$ cat src/rtl/nic_irq_pkg.sv
package nic_irq_pkg;
  localparam int NUM_TMR = 4;
  typedef enum logic [1:0] {
    TMR_RX_SHORT = 2'd0,
    TMR_RX_ABS   = 2'd1,
    TMR_TX_SHORT = 2'd2,
    TMR_TX_ABS   = 2'd3
  } tmr_id_e;
endpackage

$ cat src/rtl/irq_delay_timer.sv
module irq_delay_timer #(
  parameter int W       = 16,
  parameter bit RESTART = 1'b1
) (
  input  logic         clk,
  input  logic         rst_n,
  input  logic         load_wr,
  input  logic [W-1:0] load_val,
  input  logic         kick,
  output logic         fire
);
  logic [W-1:0] reload_q, cnt_q;
  logic         act_q;
  logic         start;

  assign fire = act_q && (cnt_q == '0);

  generate
    if (RESTART) begin : g_short
      assign start = kick;
    end else begin : g_abs
      assign start = kick && !act_q;
    end
  endgenerate

  always_ff @(posedge clk or negedge rst_n) begin
    if (!rst_n) begin
      reload_q <= '0;
      cnt_q    <= '0;
      act_q    <= 1'b0;
    end else begin
      if (load_wr) reload_q <= load_val;
      if (start) begin
        cnt_q <= reload_q;
        act_q <= 1'b1;
      end else if (fire) begin
        act_q <= 1'b0;
      end else if (act_q) begin
        cnt_q <= cnt_q - W'(1);
      end
    end
  end
endmodule

$ cat src/rtl/irq_throttle.sv
module irq_throttle #(
  parameter int IVL_W    = 16,
  parameter int UNIT_CYC = 51
) (
  input  logic             clk,
  input  logic             rst_n,
  input  logic             ivl_wr,
  input  logic [IVL_W-1:0] ivl_val,
  input  logic             rise,
  output logic             busy
);
  localparam int CNT_W = IVL_W + $clog2(UNIT_CYC + 1) + 1;

  logic [IVL_W-1:0] ivl_q;
  logic [CNT_W-1:0] cnt_q, span;

  assign span = CNT_W'(ivl_q) * CNT_W'(UNIT_CYC);
  assign busy = (cnt_q != '0);

  always_ff @(posedge clk or negedge rst_n) begin
    if (!rst_n) begin
      ivl_q <= '0;
      cnt_q <= '0;
    end else begin
      if (ivl_wr) ivl_q <= ivl_val;
      if (rise && (ivl_q != '0)) cnt_q <= span - CNT_W'(1);
      else if (busy)             cnt_q <= cnt_q - CNT_W'(1);
    end
  end
endmodule

$ cat src/rtl/nic_irq_moderator.sv
module nic_irq_moderator
  import nic_irq_pkg::*;
#(
  parameter int NCAUSE   = 8,
  parameter int TMR_W    = 16,
  parameter int IVL_W    = 16,
  parameter int UNIT_CYC = 51,
  parameter int RX_BIT   = 4,
  parameter int TX_BIT   = 0
) (
  input  logic              clk,
  input  logic              rst_n,
  input  logic              post_valid,
  input  logic              post_urgent,
  input  logic [NCAUSE-1:0] post_cause,
  input  logic              mask_wr,
  input  logic [NCAUSE-1:0] mask_wdata,
  input  logic              cause_rd,
  output logic [NCAUSE-1:0] cause_rdata,
  input  logic              thr_wr,
  input  logic [IVL_W-1:0]  thr_wdata,
  input  logic [NUM_TMR-1:0] tmr_load_wr,
  input  logic [TMR_W-1:0]  tmr_load_val,
  input  logic [NUM_TMR-1:0] tmr_kick,
  output logic              irq
);
  logic [NCAUSE-1:0]  pend_q, mask_q, pend_nx, mask_nx, tmr_cause, new_cause;
  logic [NUM_TMR-1:0] fire;
  logic               irq_q, irq_nx, hit, urgent_now, thr_busy, rise;

  // Even indices restart on every kick, odd indices run to completion.
  for (genvar i = 0; i < NUM_TMR; i++) begin : g_tmr
    irq_delay_timer #(.W(TMR_W), .RESTART((i % 2) == 0)) u_tmr (
      .clk(clk), .rst_n(rst_n),
      .load_wr(tmr_load_wr[i]), .load_val(tmr_load_val),
      .kick(tmr_kick[i]), .fire(fire[i])
    );
  end

  always_comb begin
    tmr_cause = '0;
    tmr_cause[RX_BIT] = fire[TMR_RX_SHORT] | fire[TMR_RX_ABS];
    tmr_cause[TX_BIT] = tmr_cause[TX_BIT] | fire[TMR_TX_SHORT] | fire[TMR_TX_ABS];
  end

  assign new_cause  = (post_valid ? post_cause : '0) | tmr_cause;
  assign urgent_now = (post_valid && post_urgent) || (|fire);
  assign pend_nx    = (cause_rd ? '0 : pend_q) | new_cause;
  assign mask_nx    = mask_wr ? mask_wdata : mask_q;
  assign hit        = |(pend_nx & mask_nx);
  assign irq_nx     = mask_wr ? hit : (hit && (irq_q || urgent_now || !thr_busy));
  assign rise       = irq_nx && !irq_q;

  irq_throttle #(.IVL_W(IVL_W), .UNIT_CYC(UNIT_CYC)) u_thr (
    .clk(clk), .rst_n(rst_n), .ivl_wr(thr_wr), .ivl_val(thr_wdata),
    .rise(rise), .busy(thr_busy)
  );

  always_ff @(posedge clk or negedge rst_n) begin
    if (!rst_n) begin
      pend_q <= '0;
      mask_q <= '0;
      irq_q  <= 1'b0;
    end else begin
      pend_q <= pend_nx;
      mask_q <= mask_nx;
      irq_q  <= irq_nx;
    end
  end

  assign cause_rdata = pend_q;
  assign irq         = irq_q;
endmodule

$ cat config.mk
export PLATFORM = sky130hd
export DESIGN_NAME = nic_irq_moderator
export DESIGN_NICKNAME = d
export VERILOG_FILES = /design/src/rtl/nic_irq_pkg.sv /design/src/rtl/irq_delay_timer.sv /design/src/rtl/irq_throttle.sv /design/src/rtl/nic_irq_moderator.sv
export SDC_FILE = /design/constraint.sdc
export NUM_CORES = 1
export LEC_CHECK = 0
export BUFFER_PORTS_ARGS = -buffer_cell sky130_fd_sc_hd__buf_4
export CAP_MARGIN = 20
export CORE_ASPECT_RATIO = 1.1
export CORE_MARGIN = 3
export CORE_UTILIZATION = 45
export DETAILED_ROUTE_END_ITERATION = 8
export PLACE_DENSITY = 0.66
export SLEW_MARGIN = 20
export SYNTH_ARGS = -nofsm -noshare
export SYNTH_HDL_FRONTEND = slang
export SYNTH_SLANG_ARGS = --single-unit
$ cat constraint.sdc
create_clock -name clk -period 5.6 [get_ports clk]
set_input_delay 0.56 -clock clk [delete_from_list [all_inputs] [get_ports clk]]
set_output_delay 0.56 -clock clk [all_outputs]
set_load 0.005 [all_outputs]
# Word-level counts from Yosys, hierarchy flattened
# Cells that the tools add are included.
[word_totals]
reg_bits = 188
latch_bits = 0
mem_bits_rw = 0
mem_bits_ro = 0
output_inout_bits = 9
memories = 0
[op_classes]
n_addsub = 6
multipliers = 1
n_div = 0
magnitude_cmp = 0
eq_ne = 4
shifts = 0
muxes = 26
n_bitwise = 5
reduce_logical = 38
[op_table]
columns = ["cell", "count"]
rows = [
  ["$mux 16", 12],
  ["$logic_not 16->1", 4],
  ["$sub 16x1->16 const B", 4],
  ["$mux 23", 2],
  ["$mux 8", 3],
  ["$reduce_bool 23->1", 1],
  ["$sub 22x1->23 const B", 1],
  ["$sub 23x1->23 const B", 1],
  ["$mul 16x6->22 const B", 1],
  ["$reduce_bool 2->1", 9],
  ["$reduce_bool 16->1", 1],
  ["$logic_and 1x1->1", 10],
  ["$mux 1", 9],
  ["$and 8x8->8", 1],
  ["$ne 2x2->1 const B", 4],
  ["$or 8x5->8", 1],
  ["$or 8x8->8", 1],
  ["$reduce_and 2->1", 4],
  ["$reduce_or 8->1", 1],
  ["$logic_not 1->1", 4],
  ["$reduce_or 4->1", 1],
  ["$logic_or 1x1->1", 3],
  ["$or 1x1->1", 2],
]

# Depth between registers and ports, before layout
[depth]
word_depth = 12
depth_mapped = 17
ltp_nobuf = 17

# By module
# From an unflattened synthesis, not the netlist that was laid out.
[unflattened]
hier_cells = 1269
area_unflattened_um2 = 12371.9
[by_module_without_submodules]
columns = ["module", "instances", "cells_each", "area_per_inst_um2"]
rows = [
  ["irq_throttle", 1, 527, 4515.6],
  ["irq_delay_timer at g_tmr[1].u_tmr ...", 2, 166, 1811.7],
  ["irq_delay_timer at g_tmr[0].u_tmr ...", 2, 172, 1737.9],
  ["nic_irq_moderator", 1, 66, 757.0],
]

# Least setup slack after synthesis
# Ideal clock, no wire load.
[synth_timing]
path_type = "reg-to-reg"
startpoint = "reg u_thr.ivl_q[1]"
endpoint = "reg u_thr.cnt_q[21]"
setup_time_ns = 0.126
t_arrival_ns = 3.952
required_time_ns = 5.474
slack_ns = 1.522
stages_incl_launch_ff = 17
period_less_slack_ns = 4.078
cell_sequence = "dfrtp_1 inv_1 ha_1 fa_1 inv_1 ha_1 inv_1 fa_1 inv_1 ha_1 nor3_1 nor2_1 a311o_1 a311oi_1 o21ai_0 xnor2_1 mux2i_1"
[synth_via]
elab_chain_len = 3
[synth_lines]
columns = ["item", "line", "source"]
rows = [
  ["start, declared", "irq_throttle.sv:14", "logic [IVL_W-1:0] ivl_q;"],
  ["start signal, assigned", "irq_throttle.sv:25", "if (ivl_wr) ivl_q <= ivl_val;"],
  ["$mul 16x6->22 / $reduce_bool 16->1 (equally long branches)", "irq_throttle.sv:17, irq_throttle.sv:26", ""],
  ["$sub 22x1->23 / $logic_and 1x1->1 (equally long branches)", "irq_throttle.sv:26", "if (rise && (ivl_q != '0)) cnt_q <= span - CNT_W'(1);"],
  ["$mux 23 / $reduce_bool 2->1 (equally long branches)", "-", ""],
  ["end signal, assigned", "irq_throttle.sv:26", ""],
  ["end signal, assigned", "irq_throttle.sv:27", "else if (busy) cnt_q <= cnt_q - CNT_W'(1);"],
  ["end, declared", "irq_throttle.sv:15", "logic [CNT_W-1:0] cnt_q, span;"],
]
# Parallel ways exist; a longest one is shown, timed or not.
# A chain may end at the register's enable or synchronous reset.

# Worst setup path in the final report
# Ends and elaborated chain as after synthesis.

==> flow_metrics.env <==
export IMPL_powerDensity_mw_per_mm2=431
export IMPL_syn_nets=1277
export IMPL_crit_family="adder cells"
export IMPL_track_usage=0.187
export IMPL_cp_start_kind="register"
export IMPL_die_w_um=156
export IMPL_min_period_ps=4460
export IMPL_ant_nets=0
export IMPL_final_core_util=0.524
export IMPL_ys_ff_latch=188
export IMPL_status="finished clean"
export IMPL_post_route_period_util=0.797
export IMPL_fin_tns_setup_ps=0
export IMPL_crit_slowest_cell="fa_1"
export IMPL_criticalPathCategory="reg -> reg"
export IMPL_fin_nets=1333
export IMPL_power_leakage_nw=5.76
export IMPL_cts_hold_buf=0
export IMPL_grt_max_degree=85
export IMPL_met2_usage=0.320
export IMPL_setup_viol=0
export IMPL_tightest_slew_ps=1030
export IMPL_initial_core_util=0.466
export IMPL_max_slew_margin=0.310
export IMPL_die_h_um=172
export IMPL_first_iter_violations=379
export IMPL_cts_resized=0
export IMPL_drc=0
export IMPL_worst_setup_path_end_kind="register"
export IMPL_grt_overflow_total=0
export IMPL_drive_gt1_frac=0.168
export IMPL_synth_avg_cell_area_um2=10.2
export IMPL_first_pass_iters=7
export IMPL_skew_ps=19.2
export IMPL_mappedNetlistArea_mm2=0.0112
export IMPL_maxCapViolCount=0
export IMPL_gp_congestion=0.829
export IMPL_grtUsageMet3=0.0284
export IMPL_num_rows=59
export IMPL_synthFlopType="dfrtp_1"
export IMPL_cts_setup_buffers=0
export IMPL_crit_top_cell="inv_1"
export IMPL_core_region_area_mm2=0.0241
export IMPL_crit_fanout=7
export IMPL_dpl_cell_count=1446
export IMPL_synth_edff_count=0
export IMPL_grt_pass1_wl_um=40200
export IMPL_die_area_mm2=0.0268
export IMPL_areaGrowthSynthToFinish_pct=12.5
export IMPL_async_flop_share=1.00
export IMPL_vias=7838
export IMPL_antennaDiodeCount=0
export IMPL_peakVddDrop_uv=296
export IMPL_numCtsBuffers=17
export IMPL_final_common_cell="dfrtp_1"
export IMPL_hpwlAfterDp_um=17500
export IMPL_critPathRequiredTime_ps=5910
export IMPL_ys_warn_count=0
export IMPL_cpPeakStageDelay_ps=540
export IMPL_totalWireLength_um=23900
export IMPL_yosysTopAreaCellShare=0.420
export IMPL_yosysSeqAreaShare=0.420
export IMPL_grt_busiest_layer="met2"
export IMPL_rsz0062_at_grt="false"
export IMPL_clk_insertion_delay_late_ps=440
export IMPL_worstPathCellList="inv_1 -> ha_1 -> fa_1 -> inv_1 -> ha_1 -> inv_1 -> fa_1 -> inv_1 -> ha_1 -> nor3_1 -> nor2_1 -> a311o_1 -> a311oi_1 -> o21ai_0 -> xnor2_1 -> mux2i_1"
export IMPL_cts_root_buf="clkbuf_16"
export IMPL_most_common_layout_cells="188 x dfrtp_1, 117 x inv_1, 104 x nand2_1"
export IMPL_yosys_top_cells_area="dfrtp_1 42%, ha_1 9.4%, mux2_2 7.5%, fa_1 4.6%, inv_1 3.9%"
export IMPL_post_synth_num_cell_types=59
export IMPL_clock_sinks=188
export IMPL_htreeDepth=4
export IMPL_synth_cells=1104
export IMPL_hold_violations=0
export IMPL_fin_cells=1478
export IMPL_portBuffers=71
export IMPL_grt_pass1_vias=8081
export IMPL_drt_wirelength_per_cell_um=16.2
export IMPL_clockBufferDepth=2
export IMPL_min_path_type="in -> async"
export IMPL_use_met1=0.246
export IMPL_avgViaCountPerCell=5.30
export IMPL_clk_pin_slew_ps=80
export IMPL_io_pins=72
export IMPL_fmax_mhz=224
export IMPL_slew_violations=0
export IMPL_worst_path_buf_inv=4
export IMPL_fillers=2177
export IMPL_cts_tree="yes"
export IMPL_arrival_ps=4780
export IMPL_antenna_found_initial=0
export IMPL_synth_area_leader_cell="dfrtp_1"
==> final timing paths <==
check,start,end,slack (ps),cells after the start
max,u_thr.ivl_q[1],u_thr.cnt_q[21],1140,16
min,rst_n,u_thr.ivl_q[9],160,1
max reg2reg,u_thr.ivl_q[1],u_thr.cnt_q[21],1140,16
min reg2reg,g_tmr[0].u_tmr.reload_q[2],g_tmr[0].u_tmr.cnt_q[2],480,2
max in group asynchronous,rst_n,u_thr.cnt_q[18],4180,2
min in group clk,thr_wdata[11],u_thr.ivl_q[11],330,3
==> stage by stage <==
step / hold slack (ps) / worst slack, ps / area [µm²] / total power [mW]
final: 156 / 1140 / 12600 / 5.43
after global routing: 210 / 862 / 12600 / 5.89
after CTS: 196 / 1130 / 12600 / 5.48
after detailed placement: 467 / 1160 / 12000 / 4.20
after global placement: 459 / 1220 / 12000 / 4.15
after floorplan: 264 / 1520 / 11200 / 3.63
==> Yosys cell counts, drive strengths merged, types with 2 or more instances <==
cell,count
fa,26
o41a,2
nor2b,7
nand4,8
a221o,2
nand3b,3
inv,117
ha,84
o32ai,3
nor2,45
o22ai,6
a21o,9
clkbuf,35
a21oi,52
o31ai,4
buf,3
mux2i,21
nor4,20
or4,5
o221a,4
o41ai,2
xor2,35
o21bai,4
a31oi,3
a22o,7
mux2,75
and3,2
xnor2,43
o21a,3
nand2b,9
a22oi,5
or2,4
a211oi,4
nor3,28
nand2,104
o21ai,88
dfrtp,188
nand3,10
o31a,4
or3,16
a221oi,2
o211ai,3
==> kinds of logic after synthesis <==
logic type / Yosys count / synth area share
multiplexers: 96 / 0.0941
AND/OR/NAND/NOR: 264 / 0.115
adder cells (fa/ha/maj): 110 / 0.140
AO/OA/AOI/OAI: 212 / 0.116
XOR/XNOR: 78 / 0.0610
buffers and inverters: 156 / 0.0536
flip-flops: 188 / 0.420
==> report_power, final <==
part | switching, mW | internal [mW]
clock | 0.594 | 0.643
sequential | 0.280 | 1.66
combinational | 1.24 | 1.01
total | 2.11 | 3.32
==> worst register-to-register path, delay by kind of cell, from the launching register on <==
family / cells / cell delay, ps
flops: 1 / 460
fa+ha+maj: 5 / 2030
mux: 1 / 80
xor+xnor: 1 / 160
compound gates: 3 / 1090
buf+inv: 4 / 280
simple gates: 2 / 240
==> cell type report <==
class	count	area [µm²]	area share
timing repair buffer	75	569	0.0452
inverter	118	443	0.0351
clock buffer	18	429	0.0340
tap	305	382	0.0303
sequential	188	4700	0.373
clock inverter	14	171	0.0136
multi-input combinational	760	5910	0.469
==> metal layers <==
layer	up-vias	wire (µm)
li1	3914	-
met1	3790	10900
met5	-	0
met3	25	598
met2	109	12000
met4	0	493
==> state kept, by name, indices dropped and copies added (netlist names) <==
signal and flops:
mask_q 8, g_tmr.u_tmr.reload_q 64, cause_rdata 8, irq 1, u_thr.cnt_q 23, g_tmr.u_tmr.cnt_q 64
g_tmr.u_tmr.act_q 4, u_thr.ivl_q 16
(Power assumes the default switching activity.)
